### src/rtl/fdi_pkg.sv
// Package fdi_pkg
// Shared types and helpers for the FIFO interrupt decision block.
// Assumes FIFO depth is a multiple of 4 and at least 4.
package fdi_pkg;

    // Block-transfer direction encoding
    typedef enum logic {
        DIR_TX = 1'b0,
        DIR_RX = 1'b1
    } dma_dir_e;

    // Index of each per-character request channel
    localparam int CH_RX = 0;
    localparam int CH_TX = 1;
    localparam int NUM_CH = 2;

endpackage

### src/rtl/fdi_trig_decode.sv
// Module fdi_trig_decode
// Turns a 2-bit trigger select into a fill threshold.
// Mapping: 0 -> 1, 1 -> DEPTH/4, 2 -> DEPTH/2, 3 -> DEPTH-2.
// Purely combinational; assumes DEPTH >= 4.
module fdi_trig_decode #(
    parameter int DEPTH = 16,
    parameter int CNT_W = $clog2(DEPTH + 1)
) (
    input  logic [1:0]       sel,
    output logic [CNT_W-1:0] thr
);
    localparam logic [CNT_W-1:0] THR_0 = CNT_W'(1);
    localparam logic [CNT_W-1:0] THR_1 = CNT_W'(DEPTH / 4);
    localparam logic [CNT_W-1:0] THR_2 = CNT_W'(DEPTH / 2);
    localparam logic [CNT_W-1:0] THR_3 = CNT_W'(DEPTH - 2);

    // Select the threshold for the current code
    always_comb begin
        unique case (sel)
            2'd0:    thr = THR_0;
            2'd1:    thr = THR_1;
            2'd2:    thr = THR_2;
            default: thr = THR_3;
        endcase
    end
endmodule

### src/rtl/fdi_level_cmp.sv
// Module fdi_level_cmp
// Block-transfer request. In the transmit direction it requests while the
// transmit count is strictly below its threshold. In the receive direction
// it requests while the receive count is strictly above its threshold.
// Combinational; the caller registers the result.
module fdi_level_cmp #(
    parameter int CNT_W = 5
) (
    input  logic             dir_rx,
    input  logic [CNT_W-1:0] tx_count,
    input  logic [CNT_W-1:0] rx_count,
    input  logic [CNT_W-1:0] tx_thr,
    input  logic [CNT_W-1:0] rx_thr,
    output logic             level_req
);
    import fdi_pkg::*;

    dma_dir_e dir;

    // Map the raw direction bit onto the enum
    always_comb dir = dir_rx ? DIR_RX : DIR_TX;

    // Compare the selected direction against its threshold
    always_comb begin
        if (dir == DIR_RX) level_req = (rx_count > rx_thr);
        else               level_req = (tx_count < tx_thr);
    end
endmodule

### src/rtl/fdi_char_pending.sv
// Module fdi_char_pending
// Per-character request flags, one per channel (receive, transmit).
// A character strobe sets its flag and the host service strobe clears it.
// Set wins when both arrive together, and clr_all empties every flag.
// The next-state value is exported so the top can register the interrupt
// in the same edge as the flag update.
module fdi_char_pending #(
    parameter int NCH = 2
) (
    input  logic           clk,
    input  logic           rst_n,
    input  logic           clr_all,
    input  logic [NCH-1:0] set_ev,
    input  logic [NCH-1:0] svc_ev,
    output logic [NCH-1:0] pend_nxt,
    output logic [NCH-1:0] pend_q
);
    for (genvar c = 0; c < NCH; c++) begin : g_ch
        // Next state: cleared by mode, else set beats service
        always_comb begin
            if (clr_all)        pend_nxt[c] = 1'b0;
            else if (set_ev[c]) pend_nxt[c] = 1'b1;
            else if (svc_ev[c]) pend_nxt[c] = 1'b0;
            else                pend_nxt[c] = pend_q[c];
        end

        // Hold the flag
        always_ff @(posedge clk) begin
            if (!rst_n) pend_q[c] <= 1'b0;
            else        pend_q[c] <= pend_nxt[c];
        end

        // A strobe outside block-transfer mode always leaves the flag set
        assert_set_wins_R4: assert property (@(posedge clk) disable iff (!rst_n)
            (set_ev[c] && !clr_all) |=> pend_q[c]);

        // Service without a new strobe drops the flag
        assert_service_clears_R2: assert property (@(posedge clk) disable iff (!rst_n)
            (svc_ev[c] && !set_ev[c]) |=> !pend_q[c]);

        // Block-transfer mode wipes the flag
        assert_mode_clears_R9: assert property (@(posedge clk) disable iff (!rst_n)
            clr_all |=> !pend_q[c]);
    end
endmodule

### src/rtl/fifo_dma_irq.sv
// Module fifo_dma_irq (top)
// Interrupt decision from FIFO occupancy, plus transmitter line-status flags.
// Per-character operation (FIFOs disabled, or DMA mode off) latches a
// request per received or transmitted character until the host services it.
// Block-transfer operation compares one selected FIFO count with its
// trigger threshold. All outputs are registered with one cycle of latency.
// Assumes the fill counts never exceed DEPTH and the strobes are one cycle wide.
module fifo_dma_irq #(
    parameter int DEPTH = 16,
    parameter int CNT_W = $clog2(DEPTH + 1)
) (
    input  logic             clk,
    input  logic             rst_n,
    input  logic             fifo_en,
    input  logic             dma_mode,
    input  logic             dma_dir,
    input  logic [1:0]       tx_trig_sel,
    input  logic [1:0]       rx_trig_sel,
    input  logic [CNT_W-1:0] tx_count,
    input  logic [CNT_W-1:0] rx_count,
    input  logic             rx_char,
    input  logic             rx_pop,
    input  logic             tx_char,
    input  logic             tx_push,
    output logic             irq,
    output logic             tx_space,
    output logic             tx_empty
);
    import fdi_pkg::*;

    localparam logic [CNT_W-1:0] FULL_CNT = CNT_W'(DEPTH);

    logic [CNT_W-1:0]  tx_thr, rx_thr;
    logic              level_req;
    logic              block_mode;
    logic [NUM_CH-1:0] set_ev, svc_ev, pend_nxt, pend_q;
    logic              irq_q, space_q, empty_q;

    // Block-transfer operation needs both FIFO enable and DMA mode
    always_comb block_mode = fifo_en && dma_mode;

    // Gather per-channel strobes into vectors
    always_comb begin
        set_ev         = '0;
        svc_ev         = '0;
        set_ev[CH_RX]  = rx_char;
        svc_ev[CH_RX]  = rx_pop;
        set_ev[CH_TX]  = tx_char;
        svc_ev[CH_TX]  = tx_push;
    end

    fdi_trig_decode #(.DEPTH(DEPTH), .CNT_W(CNT_W)) u_tx_trig (
        .sel (tx_trig_sel),
        .thr (tx_thr)
    );

    fdi_trig_decode #(.DEPTH(DEPTH), .CNT_W(CNT_W)) u_rx_trig (
        .sel (rx_trig_sel),
        .thr (rx_thr)
    );

    fdi_level_cmp #(.CNT_W(CNT_W)) u_level (
        .dir_rx    (dma_dir),
        .tx_count  (tx_count),
        .rx_count  (rx_count),
        .tx_thr    (tx_thr),
        .rx_thr    (rx_thr),
        .level_req (level_req)
    );

    fdi_char_pending #(.NCH(NUM_CH)) u_pend (
        .clk      (clk),
        .rst_n    (rst_n),
        .clr_all  (block_mode),
        .set_ev   (set_ev),
        .svc_ev   (svc_ev),
        .pend_nxt (pend_nxt),
        .pend_q   (pend_q)
    );

    // Register the interrupt and status flags
    always_ff @(posedge clk) begin
        if (!rst_n) begin
            irq_q   <= 1'b0;
            space_q <= 1'b1;
            empty_q <= 1'b1;
        end else begin
            irq_q   <= block_mode ? level_req : (|pend_nxt);
            space_q <= (tx_count < FULL_CNT);
            empty_q <= (tx_count == '0);
        end
    end

    assign irq      = irq_q;
    assign tx_space = space_q;
    assign tx_empty = empty_q;

    // An empty transmitter always has space
    assert_empty_has_space_R10: assert property (@(posedge clk) disable iff (!rst_n)
        tx_empty |-> tx_space);

    // Fill counts stay within the FIFO depth
    assert_count_range_R10: assert property (@(posedge clk) disable iff (!rst_n)
        (tx_count <= FULL_CNT) && (rx_count <= FULL_CNT));

    // Receive level above threshold in block mode raises irq
    assert_rx_level_irq_R6: assert property (@(posedge clk) disable iff (!rst_n)
        (block_mode && dma_dir && (rx_count > rx_thr)) |=> irq);

    // Transmit level at or above threshold in block mode keeps irq low
    assert_tx_level_quiet_R7: assert property (@(posedge clk) disable iff (!rst_n)
        (block_mode && !dma_dir && (tx_count >= tx_thr)) |=> !irq);

    // Per-character mode: pending request shows on irq
    assert_pend_drives_irq_R2: assert property (@(posedge clk) disable iff (!rst_n)
        (!block_mode && (rx_char || tx_char)) |=> irq);
endmodule

### config.mk
export PLATFORM = sky130hd
export DESIGN_NAME = fifo_dma_irq
export DESIGN_NICKNAME = d
export VERILOG_FILES = /design/src/rtl/fdi_pkg.sv /design/src/rtl/fdi_trig_decode.sv /design/src/rtl/fdi_level_cmp.sv /design/src/rtl/fdi_char_pending.sv /design/src/rtl/fifo_dma_irq.sv
export SDC_FILE = /design/constraint.sdc
export NUM_CORES = 1
export LEC_CHECK = 0
export ABC_AREA = 1
export CAP_MARGIN = 20
export CORE_AREA = 4 4 41 43
export CTS_CLUSTER_DIAMETER = 150
export DETAILED_ROUTE_END_ITERATION = 12
export DIE_AREA = 0 0 45 47
export DONT_BUFFER_PORTS = 1
export SLEW_MARGIN = 10
export SYNTH_ARGS = -nofsm -noshare
export SYNTH_HDL_FRONTEND = slang
export SYNTH_SLANG_ARGS = --single-unit
export TNS_END_PERCENT = 30
### constraint.sdc
create_clock -name clk -period 1.45 [get_ports clk]
set_clock_uncertainty 0.05 [all_clocks]
set_input_delay 0.2175 -clock clk [delete_from_list [all_inputs] [get_ports clk]]
set_output_delay 0.2175 -clock clk [all_outputs]
set_load 0.005 [all_outputs]
==> reports/metrics.yaml <==
run_status:
  outcome: "finished, final reports clean"
logic_synthesis:
  synth_common_cells: "21 x nand2_1, 16 x inv_1, 7 x ha_1, 7 x nor2_1, 5 x dfxtp_1"
  synth-seq-cells: 5
  ys.flop_type: "dfxtp_1"
  yosysTopAreaCellShare_pct: 24.39
  syn_area_per_cell_um2: 6.218
  postSynth.asyncResetShare_pct: 0
  synth_most_common_cell: "nand2_1"
  synth_cells: 66
  ys_types: 11
  yosys_warnings: 0
  synth_top_cell_by_area: "dfxtp_1"
  synth_edf_count: 0
  netlist_top_cells_area: "dfxtp_1 24%, ha_1 21%, nand2_1 19%"
  syn_nets: 96
  syn_area_um2: 410.4
  yosysSeqAreaShare_pct: 24.39
global_route:
  overflow: 0
  grt_start_max_net_pins: 5
  grt_pass1_wl_mm: 1.276
  antenna_found_initial: 0
  grt_usage_pct: 8.386
  grt_pass1_vias: 358
finish:
  antenna_cells: 0
  layoutNonFillerInstCount: 87
  area.growth.synth_to_final_pct: 15.85
  post-route-util_pct: 36.54
  drive_above_1_share_pct: 4.167
  nFillCells: 153
  fin_nets: 103
placed_design:
  dp.final_hpwl_um: 693.7
  portBuffers: 0
  dpl.cell_count: 81
  place_congestion: 0.6799
  post-place-ws_ps: 294.3
timing:
  setup_violations: 0
  min_period_ps: 1243
  finalHoldViolations: 0
  fmax_ghz: 0.8047
  worst_pin_slew_ps: 153.4
  tns_ps: 0
  layout_setup_ws_ps: 207.2
  rsz0062_at_grt: "false"
  period_share_pct: 85.71
  relSlewSlack_pct: 89.67
  slew_viol_final: 0
route:
  vias: 374
  ant_nets: 0
  drt_pass1_iterations: 1
  drt_iter0_markers: 0
  drt-total-wl_um: 793
  routedWlPerCell_um: 9.115
  routed_via_density: 4.299
  drc: 0
clock_network:
  cts_resized: 0
  cts_tree: "built"
  clk_latency_ps: 230
  htree_levels: 1
  numCtsBuffers: 3
  clkTransAtPathRegs_ps: 40
  clock-sinks: 5
  cts.path.max_buffers: 2
  cts-root-buf: "clkbuf_4"
  cts_setup_buffers: 0
setup_path:
  critPathMaxFanout: 3
  worst_setup_path_start_kind: "input pin"
  cp_data_required_time_ps: 1520
  arrival_ps: 1310
  cp-end-kind: "flip-flop"
  critPathKind: "input pin to flip-flop"
floorplan:
  ios: 26
  die_area_mm2: 0.002115
  die_w_um: 45
  die_y_um: 47
  num_rows: 13
  start_util_pct: 31.54
  coreArea_mm2: 0.001301
pwr:
  power.density_mw_per_mm2: 797.1
  vdd_drop_max_mv: 0.2019
  total_power_w: 0.0003790
  p_leak_nw: 0.2766
flow_run:
  cap_violations: 0
hold_path:
  hp-class: "input pin to flip-flop"
==> metrics by stage <==
step                      instance area [um2]  hold WS [ps]
final                                   475.5         22.02
after global routing                    475.5         16.55
after CTS                               475.5         22.29
after detailed placement                429.2         232.6
after global placement                  429.2         233.2
after floorplan                         410.4         229.4
==> worst max-delay path, stage by stage <==
cell,delay (ps)
dlygate4sd3_1,520
nand2_1,40
dlygate4sd3_1,530
==> cell type report <==
cell class                      instances  area (um2)  share of cell area [%]
Clock buffer                            4       26.28                   5.526
Inverter                               16       60.06                   12.63
Multi-Input combinational cell         45       250.2                   52.63
Sequential cell                         5       100.1                   21.05
Tap cell                               15       18.77                   3.947
Timing Repair Buffer                    2       20.02                   4.211
==> sequential cells by signal, indices dropped and copies added (netlist names) <==
name / count
irq: 1
tx_empty: 1
tx_space: 1
u_pend.pend_q: 2
==> power by group <==
group	internal [W]	leakage (nW)	switching [W]
logic	0.0000341	0.220	0.0000381
registers	0.000147	0.0418	0.00000370
clock network	0.000104	0.0150	0.0000523
total	0.000285	0.277	0.0000940
==> cell usage in the layout, fill, tap and decap left out, drive strengths merged <==
| cell | instances |
|---|---|
| nand2 | 21 |
| inv | 16 |
| nor2 | 7 |
| ha | 7 |
| dfxtp | 5 |
| clkbuf | 4 |
| nand3 | 3 |
| o21bai | 2 |
| a21oi | 2 |
| dlygate4sd3 | 2 |
| o21ai | 2 |
| or4 | 1 |
==> kinds of logic after synthesis <==
| family | count (synthesis) | share of synthesized area (%) |
|---|---|---|
| adder cells (fa/ha/maj) | 7 | 21.34 |
| buffers and inverters | 16 | 14.63 |
| AO/OA/AOI/OAI | 6 | 8.533 |
| flip-flops | 5 | 24.39 |
| AND/OR/NAND/NOR | 32 | 31.10 |
==> final timing paths <==
| kind | from | slack (ps) | cells after the start | to |
|---|---|---|---|---|
| worst min-delay path | rst_n | 20 | 1 | tx_empty$_SDFF_PN1_ |
| worst min register to register | u_pend.pend_q[1]$_SDFF_PN0_ | 470 | 4 | u_pend.pend_q[1]$_SDFF_PN0_ |
| worst max register to register | u_pend.pend_q[0]$_SDFF_PN0_ | 610 | 4 | irq$_SDFF_PN0_ |
| worst max-delay path | rst_n | 210 | 3 | tx_space$_SDFF_PN1_ |
==> metal layers <==
metal	vias to the layer above	track usage, %	share of wire, %
li1	212	-	-
met3	0	2.682	12
met1	146	7.991	38
met2	16	15.54	50
met5	-	0	0
met4	0	5.263	0
==> timing repair <==
item / CTS / global route
setup endpoints to repair: 0 / 0
endpoints found under the hold margin: 1 / 0
hold buffers: 2 / 0
Power figures use the tool's default switching activity.
